$ cat src/rtl/usbd_cfg_pkg.sv
// Package: shared types and the register address map of the USB device
// configuration register file. Assumes word addressing on a 4-bit address.
package usbd_cfg_pkg;

    // Fields held in the global control word.
    typedef struct packed {
        logic frst;      // function reset, bit 7
        logic resume;    // resume request, bit 6
        logic hdisc;     // host disconnect, bit 5
        logic clkstop;   // clock stop, bit 4
        logic tog;       // toggle mode, bit 1
        logic pwr;       // self power, bit 0
    } gctl_t;

    localparam int GCTL_ADDR = 0;
    localparam int EP0_ADDR  = 1;
    localparam int EPN_BASE  = 2;   // endpoint k sits at EPN_BASE + k - 1

endpackage

$ cat src/rtl/usbd_glob_ctl.sv
// Module: global control word. Reset, resume and clock-stop bits are always
// writable. Connection, toggle and power bits change only while the function
// reset bit is set. Assumes wr_i is already address-decoded.
module usbd_glob_ctl
    import usbd_cfg_pkg::*;
(
    input  logic  clk,
    input  logic  rst_n,
    input  logic  wr_i,
    input  gctl_t wval_i,
    output gctl_t gctl_o
);

    gctl_t q;

    // Purpose: store global bits, gating configuration bits on the reset bit.
    always_ff @(posedge clk) begin
        if (!rst_n) begin
            q <= '{frst: 1'b1, resume: 1'b0, hdisc: 1'b1, clkstop: 1'b0,
                   tog: 1'b0, pwr: 1'b0};
        end else if (wr_i) begin
            q.frst    <= wval_i.frst;
            q.resume  <= wval_i.resume;
            q.clkstop <= wval_i.clkstop;
            if (q.frst) begin
                q.hdisc <= wval_i.hdisc;
                q.tog   <= wval_i.tog;
                q.pwr   <= wval_i.pwr;
            end
        end
    end

    assign gctl_o = q;

endmodule

$ cat src/rtl/usbd_binit_flags.sv
// Module: buffer-initialise flags. Forced to all ones while the function reset
// is set. Once it is released, each flag is cleared by writing a one to its bit.
module usbd_binit_flags #(
    parameter int NFLAG = 7
) (
    input  logic             clk,
    input  logic             rst_n,
    input  logic             frst_i,
    input  logic             clr_wr_i,
    input  logic [NFLAG-1:0] clr_bits_i,
    output logic [NFLAG-1:0] flags_o
);

    // Purpose: hold flags, force them on function reset, clear on write-one.
    always_ff @(posedge clk) begin
        if (!rst_n) begin
            flags_o <= '1;
        end else if (frst_i) begin
            flags_o <= '1;
        end else if (clr_wr_i) begin
            flags_o <= flags_o & ~clr_bits_i;
        end
    end

endmodule

$ cat src/rtl/usbd_ep0_ctl.sv
// Module: endpoint 0 control word. The packet size takes only legal values
// (1 to MAX_PKT) and only while cfg_ok_i is high. Stall is always writable.
module usbd_ep0_ctl #(
    parameter int SIZE_W  = 7,
    parameter int MAX_PKT = 64
) (
    input  logic              clk,
    input  logic              rst_n,
    input  logic              wr_i,
    input  logic              cfg_ok_i,
    input  logic              stall_w_i,
    input  logic [SIZE_W-1:0] size_w_i,
    output logic [SIZE_W-1:0] size_o,
    output logic              stall_o
);

    localparam logic [SIZE_W-1:0] MAXV = SIZE_W'(MAX_PKT);

    logic legal;

    // Purpose: check that the written size is within 1..MAX_PKT.
    always_comb legal = (size_w_i != '0) && (size_w_i <= MAXV);

    // Purpose: store size and stall.
    always_ff @(posedge clk) begin
        if (!rst_n) begin
            size_o  <= MAXV;
            stall_o <= 1'b0;
        end else if (wr_i) begin
            stall_o <= stall_w_i;
            if (cfg_ok_i && legal) size_o <= size_w_i;
        end
    end

endmodule

$ cat src/rtl/usbd_epn_ctl.sv
// Module: control word of one numbered endpoint. Enable, type, direction and
// size are gated by the function reset. DMA, zero-length and stall bits are
// always writable. Upper write bits arrive as [15:9] of the bus word.
module usbd_epn_ctl #(
    parameter int SIZE_W   = 9,
    parameter int SIZE_RST = 64
) (
    input  logic              clk,
    input  logic              rst_n,
    input  logic              wr_i,
    input  logic              frst_i,
    input  logic [6:0]        hi_w_i,
    input  logic [SIZE_W-1:0] size_w_i,
    output logic              en_o,
    output logic [1:0]        type_o,
    output logic              dir_o,
    output logic              dma_o,
    output logic              null_o,
    output logic              stall_o,
    output logic [SIZE_W-1:0] size_o
);

    // Purpose: store endpoint fields with configuration gating.
    always_ff @(posedge clk) begin
        if (!rst_n) begin
            en_o    <= 1'b0;
            type_o  <= 2'b00;
            dir_o   <= 1'b0;
            dma_o   <= 1'b0;
            null_o  <= 1'b0;
            stall_o <= 1'b0;
            size_o  <= SIZE_W'(SIZE_RST);
        end else if (wr_i) begin
            dma_o   <= hi_w_i[2];
            null_o  <= hi_w_i[1];
            stall_o <= hi_w_i[0];
            if (frst_i) begin
                en_o   <= hi_w_i[6];
                type_o <= hi_w_i[5:4];
                dir_o  <= hi_w_i[3];
                size_o <= size_w_i;
            end
        end
    end

endmodule

$ cat src/rtl/usbd_cfg_regs.sv
// Module: top of the USB device configuration register file. Decodes the
// register port, instantiates the global word, the endpoint 0 word, one word
// per numbered endpoint and the buffer-initialise flags, and registers the
// read data. Assumes N_EP + 3 addresses fit in ADDR_W bits and EP_SIZE_W <= 9.
module usbd_cfg_regs
    import usbd_cfg_pkg::*;
#(
    parameter int ADDR_W    = 4,
    parameter int N_EP      = 5,
    parameter int EP_SIZE_W = 9,
    parameter int EP0_MAX   = 64
) (
    input  logic                      clk,
    input  logic                      rst_n,
    input  logic [ADDR_W-1:0]         reg_addr,
    input  logic                      reg_wr,
    input  logic [15:0]               reg_wdata,
    output logic [15:0]               reg_rdata,
    input  logic                      bus_rst_i,
    output logic                      bus_rst_o,
    output logic                      func_rst_o,
    output logic                      host_disc_o,
    output logic                      resume_o,
    output logic                      clk_stop_o,
    output logic                      tog_mode_o,
    output logic                      self_pwr_o,
    output logic [6:0]                ep0_size_o,
    output logic                      ep0_stall_o,
    output logic [N_EP-1:0]           ep_en_o,
    output logic [2*N_EP-1:0]         ep_type_o,
    output logic [N_EP-1:0]           ep_dir_o,
    output logic [N_EP*EP_SIZE_W-1:0] ep_size_o,
    output logic [N_EP-1:0]           ep_dma_o,
    output logic [N_EP-1:0]           ep_null_o,
    output logic [N_EP-1:0]           ep_stall_o,
    output logic [N_EP+1:0]           binit_o
);

    localparam int NFLAG     = N_EP + 2;
    localparam int FLAG_ADDR = EPN_BASE + N_EP + 1;

    gctl_t     gctl;
    gctl_t     gwval;
    logic      wr_gctl, wr_ep0, wr_flag;
    logic      ep0_ok;
    logic [15:0] rd_next;

    // Purpose: decode writes to the fixed-address words.
    always_comb begin
        wr_gctl = reg_wr && (reg_addr == ADDR_W'(GCTL_ADDR));
        wr_ep0  = reg_wr && (reg_addr == ADDR_W'(EP0_ADDR));
        wr_flag = reg_wr && (reg_addr == ADDR_W'(FLAG_ADDR));
    end

    // Purpose: pick global-word fields out of the write data.
    always_comb begin
        gwval.frst    = reg_wdata[7];
        gwval.resume  = reg_wdata[6];
        gwval.hdisc   = reg_wdata[5];
        gwval.clkstop = reg_wdata[4];
        gwval.tog     = reg_wdata[1];
        gwval.pwr     = reg_wdata[0];
    end

    usbd_glob_ctl u_glob (
        .clk    (clk),
        .rst_n  (rst_n),
        .wr_i   (wr_gctl),
        .wval_i (gwval),
        .gctl_o (gctl)
    );

    usbd_binit_flags #(.NFLAG(NFLAG)) u_flags (
        .clk        (clk),
        .rst_n      (rst_n),
        .frst_i     (gctl.frst),
        .clr_wr_i   (wr_flag),
        .clr_bits_i (reg_wdata[NFLAG-1:0]),
        .flags_o    (binit_o)
    );

    // Purpose: endpoint 0 size needs the reset bit and both endpoint 0 flags.
    always_comb ep0_ok = gctl.frst && binit_o[0] && binit_o[1];

    usbd_ep0_ctl #(.SIZE_W(7), .MAX_PKT(EP0_MAX)) u_ep0 (
        .clk       (clk),
        .rst_n     (rst_n),
        .wr_i      (wr_ep0),
        .cfg_ok_i  (ep0_ok),
        .stall_w_i (reg_wdata[9]),
        .size_w_i  (reg_wdata[6:0]),
        .size_o    (ep0_size_o),
        .stall_o   (ep0_stall_o)
    );

    for (genvar k = 0; k < N_EP; k++) begin : g_ep
        logic wr_k;
        // Purpose: decode a write to this endpoint's word.
        always_comb wr_k = reg_wr && (reg_addr == ADDR_W'(EPN_BASE + k));

        usbd_epn_ctl #(.SIZE_W(EP_SIZE_W), .SIZE_RST(64)) u_ep (
            .clk      (clk),
            .rst_n    (rst_n),
            .wr_i     (wr_k),
            .frst_i   (gctl.frst),
            .hi_w_i   (reg_wdata[15:9]),
            .size_w_i (reg_wdata[EP_SIZE_W-1:0]),
            .en_o     (ep_en_o[k]),
            .type_o   (ep_type_o[2*k +: 2]),
            .dir_o    (ep_dir_o[k]),
            .dma_o    (ep_dma_o[k]),
            .null_o   (ep_null_o[k]),
            .stall_o  (ep_stall_o[k]),
            .size_o   (ep_size_o[EP_SIZE_W*k +: EP_SIZE_W])
        );
    end

    // Purpose: form the read word for the current address; stall reads 0.
    always_comb begin
        rd_next = '0;
        if (reg_addr == ADDR_W'(GCTL_ADDR)) begin
            rd_next[7:4] = {gctl.frst, gctl.resume, gctl.hdisc, gctl.clkstop};
            rd_next[1:0] = {gctl.tog, gctl.pwr};
        end
        if (reg_addr == ADDR_W'(EP0_ADDR)) rd_next[6:0] = ep0_size_o;
        if (reg_addr == ADDR_W'(FLAG_ADDR)) rd_next[NFLAG-1:0] = binit_o;
        for (int k = 0; k < N_EP; k++) begin
            if (reg_addr == ADDR_W'(EPN_BASE + k)) begin
                rd_next[15]    = ep_en_o[k];
                rd_next[14:13] = ep_type_o[2*k +: 2];
                rd_next[12]    = ep_dir_o[k];
                rd_next[11]    = ep_dma_o[k];
                rd_next[10]    = ep_null_o[k];
                rd_next[EP_SIZE_W-1:0] = ep_size_o[EP_SIZE_W*k +: EP_SIZE_W];
            end
        end
    end

    // Purpose: register the read data every cycle.
    always_ff @(posedge clk) begin
        if (!rst_n) reg_rdata <= '0;
        else        reg_rdata <= rd_next;
    end

    // Purpose: drive status outputs and mask bus reset while disconnected.
    always_comb begin
        func_rst_o  = gctl.frst || !rst_n;
        host_disc_o = gctl.hdisc;
        resume_o    = gctl.resume;
        clk_stop_o  = gctl.clkstop;
        tog_mode_o  = gctl.tog;
        self_pwr_o  = gctl.pwr;
        bus_rst_o   = bus_rst_i && !gctl.hdisc;
    end

endmodule

$ cat config.mk
export PLATFORM = sky130hd
export DESIGN_NAME = usbd_cfg_regs
export DESIGN_NICKNAME = d
export VERILOG_FILES = /design/src/rtl/usbd_cfg_pkg.sv /design/src/rtl/usbd_glob_ctl.sv /design/src/rtl/usbd_binit_flags.sv /design/src/rtl/usbd_ep0_ctl.sv /design/src/rtl/usbd_epn_ctl.sv /design/src/rtl/usbd_cfg_regs.sv
export SDC_FILE = /design/constraint.sdc
export NUM_CORES = 1
export LEC_CHECK = 0
export ABC_AREA = 1
export ABC_CLOCK_PERIOD_IN_PS = 2200
export BUFFER_PORTS_ARGS = -buffer_cell sky130_fd_sc_hd__buf_2
export CORE_AREA = 2 2 146 148
export CTS_CLUSTER_SIZE = 10
export DETAILED_ROUTE_END_ITERATION = 10
export DIE_AREA = 0 0 148 150
export GPL_TIMING_DRIVEN = 0
export MAX_ROUTING_LAYER = met4
export SETUP_SLACK_MARGIN = 0.3
export SYNTH_ARGS = -nofsm -noshare
export SYNTH_HDL_FRONTEND = slang
export SYNTH_SLANG_ARGS = --single-unit
$ cat constraint.sdc
create_clock -name clk -period 2.2 [get_ports clk]
set_clock_uncertainty 0.15 [all_clocks]
set_input_delay 0.11 -clock clk [delete_from_list [all_inputs] [get_ports clk]]
set_output_delay 0.11 -clock clk [all_outputs]
set_load 0.01 [all_outputs]
# Yosys cells after proc, flatten, opt, wreduce, memory -nomap -nowiden
# Index checks and enable logic that the tools add are counted.
[totals]
register_bits = 117
input_bits = 24
output_inout_bits = 118
word_cells = 97
[classes]
n_lt_le_gt_ge = 1
n_eq_ne = 7
muxes = 14
n_bitwise = 3
reduce_logical = 26
[ops]
columns = ["operator", "n"]
rows = [
  ["two-way mux 9 bit", 5],
  ["two-way mux 6 bit", 5],
  ["two-way mux 7 bit", 2],
  ["AND reduction 2 bit", 7],
  ["logical AND 1 bit", 13],
  ["equality test 4 x 3 -> 1 bit (second input constant)", 3],
  ["equality test 4 x 2 -> 1 bit (second input constant)", 2],
  ["bitwise AND 7 bit", 1],
  ["less-or-equal comparator 7 bit (second input constant)", 1],
  ["inverter 7 bit", 1],
  ["nonzero test 7 bit", 1],
  ["equality test 4 x 1 -> 1 bit (second input constant)", 1],
  ["equality test 4 bit (second input constant)", 1],
  ["zero test 4 bit", 1],
  ["two-way mux 4 bit", 1],
  ["zero test 1 bit", 2],
  ["two-way mux 2 bit", 1],
  ["OR reduction 2 bit", 1],
  ["logical OR 1 bit", 1],
  ["inverter 1 bit", 1],
]

# Logic depth before layout (Yosys ltp)
# Gate-level depths: netlist of the first run.
[logic_depth]
ltp_word = 9
depth_mapped = 12
depth_no_buf = 11

# By module
# A second synthesis of the first run with hierarchy kept.
[unflattened]
hier_cells = 833
area_unflattened_um2 = 5360.1
[modules_own_cells]
columns = ["mod", "instances", "cells_each", "area_per_inst_um2", "seq_area_each_um2"]
rows = [
  ["usbd_epn_ctl", 5, 93, 628.1, 320.3],
  ["usbd_cfg_regs", 1, 237, 1293.7, 300.3],
  ["usbd_ep0_ctl", 1, 71, 473.0, 160.2],
  ["usbd_binit_flags", 1, 30, 234.0, 140.1],
  ["usbd_glob_ctl", 1, 30, 219.0, 120.1],
]

# Worst setup path after synthesis of the first run
# OpenSTA, ideal clock, no wires.
[synth_timing]
kind = "register to register"
from = "register u_glob.q (netlist bit u_glob.gctl_o[5])"
to = "register u_ep0.size_o[0]"
setup_time_ns = 0.113
t_arrival_ns = 1.299
required_time_ns = 1.937
setup_slack_ns = 0.638
stages_incl_launch_ff = 10
n_path_buf = 2
period_less_slack_ns = 1.562
path_cell_list = "dfxtp_1 > buf_6 > inv_4 > nor3_1 > clkinv_1 > nor2_4 > nand3b_4 > buf_6 > nor2_1 > nor2_1"
[synth_via]
elab_chain_cells = 4
[synth_lines]
columns = ["element", "line", "text"]
rows = [
  ["from (decl)", "usbd_glob_ctl.sv:14", "gctl_t q;"],
  ["from (signal assigned)", "usbd_glob_ctl.sv:19", "q <= '{frst: 1'b1, resume: 1'b0, hdisc: 1'b1, clkstop: 1'b0,"],
  ["logical AND 1 bit (2 in series)", "usbd_cfg_regs.sv:83", "always_comb ep0_ok = gctl.frst && binit_o[0] && binit_o[1];"],
  ["logical AND 1 bit", "usbd_ep0_ctl.sv:31", "if (cfg_ok_i && legal) size_o <= size_w_i;"],
  ["AND reduction 2 bit (no source line)", "--", ""],
  ["to (signal assigned)", "usbd_ep0_ctl.sv:31", ""],
  ["to (decl)", "usbd_ep0_ctl.sv:13", "output logic [SIZE_W-1:0] size_o,"],
]
# No other way between the ends.
# A chain may end at the register's enable or synchronous reset.

# Final worst setup path of the first run
[layout_timing]
from = "register u_glob.q (netlist bit u_glob.gctl_o[5])"
to = "register u_ep0.size_o[4]"
# Same word-level chain as after synthesis.

==> reports/metrics.cfg, run 1 <==
[clock_network]
cts_sinks = 116
numCtsBuffers = 17
htree_levels = 4
cts_buffer_depth = 2
clkTransAtPathRegs_ps = 50
cts-root-buf = clkbuf_16
cts_tree = done
clk_latency_ps = 430
cts_setup_buffers = 0

[floorplanning]
io_pins = 142
dieHeight_um = 150
initial_core_util = 0.245
die-area_sq_um = 22200
rows = 53
die_w_um = 148
coreArea_sq_um = 20700

[global_routing]
grt_pass1_vias = 4914
grt-ovfl-total = 0
grt_use_total = 0.177
grt_pass1_wl_mm = 28.3
grt_max_degree = 17
antenna_found_initial = 0

[worst_setup_path]
startpoint = u_glob.gctl_o[5]$_SDFFE_PN1P_
crit_path_cell_trace = buf_6, inv_4, nor3_1, clkinv_1, nor2_4, nand3b_4, buf_6, nand2_1, nand2_1, nor2_1
r2r_end = u_ep0.size_o[4]$_SDFFE_PN0P_
cp-end-kind = register
start_kind = register
path_max_fanout = 10
cp.depth = 10
arrival_ps = 1920
crit_end = u_ep0.size_o[4]$_SDFFE_PN0P_
critPathMaxStageDelay_ps = 320
reg2reg_depth = 10
critical-path-top-delay-family = simple AND/OR/NAND/NOR gates
crit_buf_inv = 4
worstPathRequired_ps = 2410
slowest_stage = dfxtp_1
rrSetupSlack_ps = 500
path_class = reg -> reg
r2r_start = u_glob.gctl_o[5]$_SDFFE_PN1P_

[sta]
hold_viol = 0
hold-worst-slack_ps = 47.7
fin_crit_sh = 0.774
drv_slew = 0
finalSetupTns_ps = 0
worstMarginPinSlew_ps = 687
setup_slack_ps = 497
setup_violations = 0
clock.fmax_mhz = 587
rsz0062_at_grt = false
relSlewSlack = 0.542
period_minus_slack_ps = 1700

[placed_design]
pre_cts_ws_ps = 312
gp_congestion = 0.895
place_inst = 1095
dp_hpwl_mm = 14.5
io_buffers = 139

[drt]
drc_errors = 0
dr.first_iter.drc_count = 528
ant_nets = 0
wl_mm = 18.6
num_vias = 5114
drt_pass1_iterations = 5
wl_per_cell_um = 16.3
vias_per_cell = 4.47

[outcome]
status = complete, no violations

[flow_run]
maxCapViolCount = 0

[cells_and_area]
nNetsFinal = 881
fillers = 2292
final_cell_mix = buf_2 (146), dfxtp_1 (116), nand2_1 (112), nor2_1 (91), o21ai_0 (89)
multi_input_area_sq_um = 2080
seq_area_sq_um = 2320
layout_commonest_cell = buf_2
drive_gt1_frac = 0.273
area_growth_syn_to_layout_pct = 34.8
num_antenna_cells = 0
instances_no_fill = 1144

[power]
pwr-share-comb = 0.079
power_mw = 5.14
vdd_drop_max_uv = 455
p_per_area_nw_per_um2 = 753
cellLeakagePower_nw = 3.29
netSwitchingFraction = 0.238
internal_power_mw = 3.92
clkPwrFrac = 0.498
pwr-share-seq = 0.423
netSwitchingPower_mw = 1.22

[synthesis]
synth_area_per_cell_sq_um = 7.43
syn-cell-area_sq_um = 5060
synthCells = 681
yosysSeqAreaShare = 0.459
ys_types = 34
yosys_warnings = 0
synth_seq_cells = 116
synth.net_count = 705

[min_path]
hold_path_class = in -> reg

==> cell usage after synthesis <==
cell       count  share of area
nor2_1        92          0.068
nand3b_4       1         0.0040
clkbuf_1      13         0.0096
inv_1         66          0.049
nand3b_1       1         0.0015
o221ai_1       4         0.0069
o211ai_1       6         0.0089
nor2_8         1         0.0040
inv_2          9         0.0067
buf_6          5          0.011
o2111ai_1      2         0.0035
nor3_4         1         0.0032
nor2_4         6          0.013
nor2_2         2         0.0025
clkinv_1       1        0.00074
nand2_1      112          0.083
nand2_2        5         0.0062
buf_1          1        0.00074
conb_1         1        0.00074
clkinv_2       2         0.0020
nor3_1         2         0.0020
a211oi_1       2         0.0030
a21oi_1       60          0.059
nand3_1       23          0.023
inv_4          1         0.0012
buf_2          7         0.0069
nand3_4        2         0.0069
nand4_1        8         0.0099
o21ai_0       89          0.088
buf_4         29          0.043
nand2_4        1         0.0022
o21ai_1        8         0.0079
o22ai_1        2         0.0025
dfxtp_1      116           0.46
==> power groups by stage <==
| stage | Combinational (mW) | Clock (mW) | Sequential (mW) |
|---|---|---|---|
| 2_1_floorplan | 0.192 | 0 | 2.23 |
| 3_3_place_gp | 0.377 | 0 | 2.22 |
| 3_5_place_dp | 0.380 | 0 | 2.22 |
| 4_1_cts | 0.407 | 2.59 | 2.17 |
| 5_1_grt | 0.447 | 2.70 | 2.18 |
| 6_report | 0.405 | 2.56 | 2.18 |
==> state kept, by name (all words and copies together), names as in the netlist <==
name	flops
g_ep.u_ep.en_o	5
g_ep.u_ep.dma_o	5
g_ep.u_ep.dir_o	5
u_ep0.stall_o	1
g_ep.u_ep.null_o	5
u_glob.gctl_o	6
u_flags.flags_o	7
reg_rdata	15
g_ep.u_ep.size_o	45
g_ep.u_ep.type_o	10
g_ep.u_ep.stall_o	5
u_ep0.size_o	7
==> layer usage <==
metal	vias to the layer above	part of all wire	GRT usage	wire length [um]
met4	0	0.013	0.0414	239
li1	2549	-	-	-
met3	19	0.074	0.0546	1380
met1	2356	0.45	0.222	8400
met2	190	0.46	0.278	8600
met5	-	0	-	0
==> metrics by stage <==
| step | util | instance area [sq um] |
|---|---|---|
| after floorplan | - | 5060 |
| after global placement | 0.295 | 6100 |
| after detailed placement | 0.295 | 6100 |
| after CTS | 0.330 | 6820 |
| after global routing | 0.330 | 6820 |
| final | 0.330 | 6820 |
==> how the worst min path moves through the flow <==
stage,start,end,slack [ps],depth (start not counted)
floorplan,reg_wdata[7],u_glob.gctl_o[5]$_SDFFE_PN1P_,90,2
global placement,reg_wdata[2],u_ep0.size_o[2]$_SDFFE_PN0P_,230,3
detailed placement,reg_wdata[2],u_ep0.size_o[2]$_SDFFE_PN0P_,240,3
CTS,rst_n,u_glob.gctl_o[5]$_SDFFE_PN1P_,30,4
global route,reg_addr[0],u_ep0.stall_o$_SDFFE_PN0P_,70,5
finish,reg_addr[0],u_ep0.stall_o$_SDFFE_PN0P_,50,5
==> cell families after synthesis <==
group | count (synthesis) | share of synthesized area
DFF | 116 | 0.459
and+or+nand+nor | 257 | 0.230
other | 1 | 0.000741
AOI/OAI and AO/OA | 173 | 0.180
buffers and inverters | 134 | 0.131
==> layout make-up <==
| class | instances | area share |
|---|---|---|
| repair buffers | 157 | 0.128 |
| well taps | 275 | 0.0504 |
| clock inverters | 5 | 0.00733 |
| clock buffers | 26 | 0.0717 |
| multi-input cells | 431 | 0.305 |
| flip-flops and latches | 116 | 0.340 |
| plain buffers | 55 | 0.0530 |
| inverters | 79 | 0.0442 |
==> worst reg2reg max path: cells and delay by family (launching register included) <==
family,cells,cell delay (ps)
and+or+nand+nor,6,650
buffers and inverters,4,530
DFF,1,320
==> repair_timing <==
action,4_1_cts,5_1_grt
hold buffers,18,0
endpoints found under the setup margin,0,1
hold endpoints to repair,77,0
resized for setup,0,1
No activity file was read; power rests on OpenSTA's default activity.
==> run 2, diff against run 1 <==
- ABC_CLOCK_PERIOD_IN_PS: 2200 -> 1710
- clock period: 2.2 -> 1.71 ns (I/O delays scaled with it)
==> run 2 against run 1 <==
  * Via count up 2.1%
  * Total power up 38%
  * Sequential cell count unchanged
  * Register-to-register slack worse by 280 ps
  * Sequential power increased by 28%
  * Final cell count is 1.0% higher
  * Combinational power rose by 34%
  * Hold slack got worse by 34 ps
  * Core utilization up 1.4 points
  * Wire length increased by 2.1%
  * Worst setup slack got worse by 300 ps
  * Critical path type is now reg -> out
  * Critical endpoint is now func_rst_o
  * Largest cell class unchanged
==> reports/metrics.cfg, run 2 (synthesis gave the netlist of run 1 again) <==
[cells_and_area]
final_util = 0.344  ; +0.0140
reg_top3 = g_ep.u_ep.size_o x45, reg_rdata x15, g_ep.u_ep.type_o x10
largest_register = g_ep.u_ep.size_o
area_growth_syn_to_layout_pct = 40.5
layout_commonest_cell = buf_2
seq_area_sq_um = 2330  ; +0.16%
final_cell_mix = buf_2 (141), dfxtp_1 (113), nand2_1 (112), nor2_1 (91), o21ai_0 (89)
largest_reg_flops = 45  ; unchanged
nNetsFinal = 892  ; +1.2%
drive_gt1_frac = 0.297  ; +0.0247
fillers = 2195  ; -4.2%
fin_area_sq_um = 7110  ; +4.3%
multi_input_area_sq_um = 2120  ; +2.2%
num_antenna_cells = 0  ; unchanged

[clock_network]
cts_sinks = 116  ; unchanged
numCtsBuffers = 17  ; unchanged
cts-root-buf = clkbuf_16
clkTransAtPathRegs_ps = 50  ; about the same
cts_buffer_depth = 2  ; unchanged
clk_latency_ps = 420  ; about the same
htree_levels = 4  ; unchanged
cts_tree = done

[global_routing]
grt_pass1_wl_mm = 28.1  ; -0.68%
antenna_found_initial = 0  ; unchanged
grt_max_degree = 17  ; unchanged
grt_use_total = 0.173  ; -0.00313
grt-ovfl-total = 0  ; unchanged
grt_pass1_vias = 4871  ; -0.88%

[worst_setup_path]
path_class = reg -> out
startpoint = u_glob.gctl_o[5]$_SDFFE_PN1P_
r2r_start = u_glob.gctl_o[5]$_SDFFE_PN1P_
worstPathRequired_ps = 1470  ; -940 ps
start_kind = register
path_max_fanout = 8  ; -2
cp-end-kind = output pin
arrival_ps = 1270  ; -650 ps

[min_path]
hold_path_class = in -> reg
min_from = reg_wr

[power]
vdd_drop_max_uv = 585  ; +29%
cellLeakagePower_nw = 3.41  ; +3.6%
p_per_area_nw_per_um2 = 995  ; +32%

[placed_design]
dp_hpwl_mm = 14.2  ; -2.0%
post_dp_cell_area_sq_um = 6120  ; +0.27%
gp_congestion = 0.862  ; -3.7%
io_buffers = 139  ; unchanged

[floorplanning]
dieHeight_um = 150  ; unchanged
coreArea_sq_um = 20700  ; unchanged
io_pins = 142  ; unchanged
initial_core_util = 0.245  ; unchanged
die_w_um = 148  ; unchanged
die-area_sq_um = 22200  ; unchanged
rows = 53  ; unchanged

[drt]
vias_per_cell = 4.52  ; +1.0%
num_vias = 5221  ; +2.1%
drt_pass1_iterations = 5  ; unchanged
wl_per_cell_um = 16.4  ; +1.0%
drc_errors = 0  ; unchanged
wl_mm = 19.0  ; +2.1%
ant_nets = 0  ; unchanged
dr.first_iter.drc_count = 414  ; -22%

[sta]
hold_viol = 0  ; unchanged
relSlewSlack = 0.576  ; +0.0346
rsz0062_at_grt = true
fin_crit_sh = 0.883
drv_slew = 0  ; unchanged
setup_violations = 0  ; unchanged
hold-worst-slack_ps = 13.6  ; -34.1 ps
worstMarginPinSlew_ps = 635  ; -51.8 ps
period_minus_slack_ps = 1510
clock.fmax_mhz = 662

[outcome]
status = complete, no violations

[flow_run]
maxCapViolCount = 0  ; unchanged

## run 2: final cells by class
| class | instances | area share |
|---|---|---|
| repair inverters | 1 | 0.000879 |
| repair buffers | 166 | 0.136 |
| plain buffers | 55 | 0.0566 |
| inverters | 79 | 0.0457 |
| multi-input cells | 432 | 0.299 |
| clock buffers | 18 | 0.0603 |
| well taps | 275 | 0.0484 |
| clock inverters | 14 | 0.0262 |
| flip-flops and latches | 116 | 0.327 |
## run 2: layer usage
layer	part of all wire	track usage	wire [um]
met5	0	-	0
met4	0.014	0.0486	274
met3	0.082	0.0439	1560
met2	0.46	0.269	8780
met1	0.44	0.224	8410
## run 2: metrics by stage
stage	setup TNS, ps	setup WS (ps)	power (mW)	cells
3_5_place_dp	-1600	-99.5	3.34	1095
4_1_cts	0	199	7.07	1148
6_report	0	200	7.08	1156
3_3_place_gp	-825	-71.5	3.34	1095
2_1_floorplan	0	279	3.12	681
5_1_grt	0	103	7.31	1156
## run 2: where the power goes
part / total, mW / switching [mW] / internal (mW)
sequential: 2.80 / 0.0372 / 2.76
combinational: 0.544 / 0.346 / 0.199
clock: 3.74 / 1.31 / 2.43
## run 2: path summary, 6_finish.rpt
check | end | slack [ps] | depth (start not counted)
max | func_rst_o | 200 | 4
min | g_ep[1].u_ep.dma_o$_SDFFE_PN0P_ | 10 | 3
max reg2reg | u_ep0.size_o[5]$_SDFFE_PN0P_ | 220 | 9
min reg2reg | u_flags.flags_o[1]$_SDFFE_PP1P_ | 320 | 2
## run 2: worst max-delay path, stage by stage (launching register included)
cell and delay, ps:
dfxtp_2 320, buf_12 130, nor2_4 200, inv_1 60
buf_2 140
## run 2: timing repair
item / 4_1_cts / 5_1_grt
pin swaps: 2 / 3
setup endpoints to repair: 8 / 76
gates resized for setup: 6 / 32
hold buffers: 19 / 3
setup buffers: 2 / 4
hold endpoints to repair: 92 / 5
gates cloned: 0 / 2
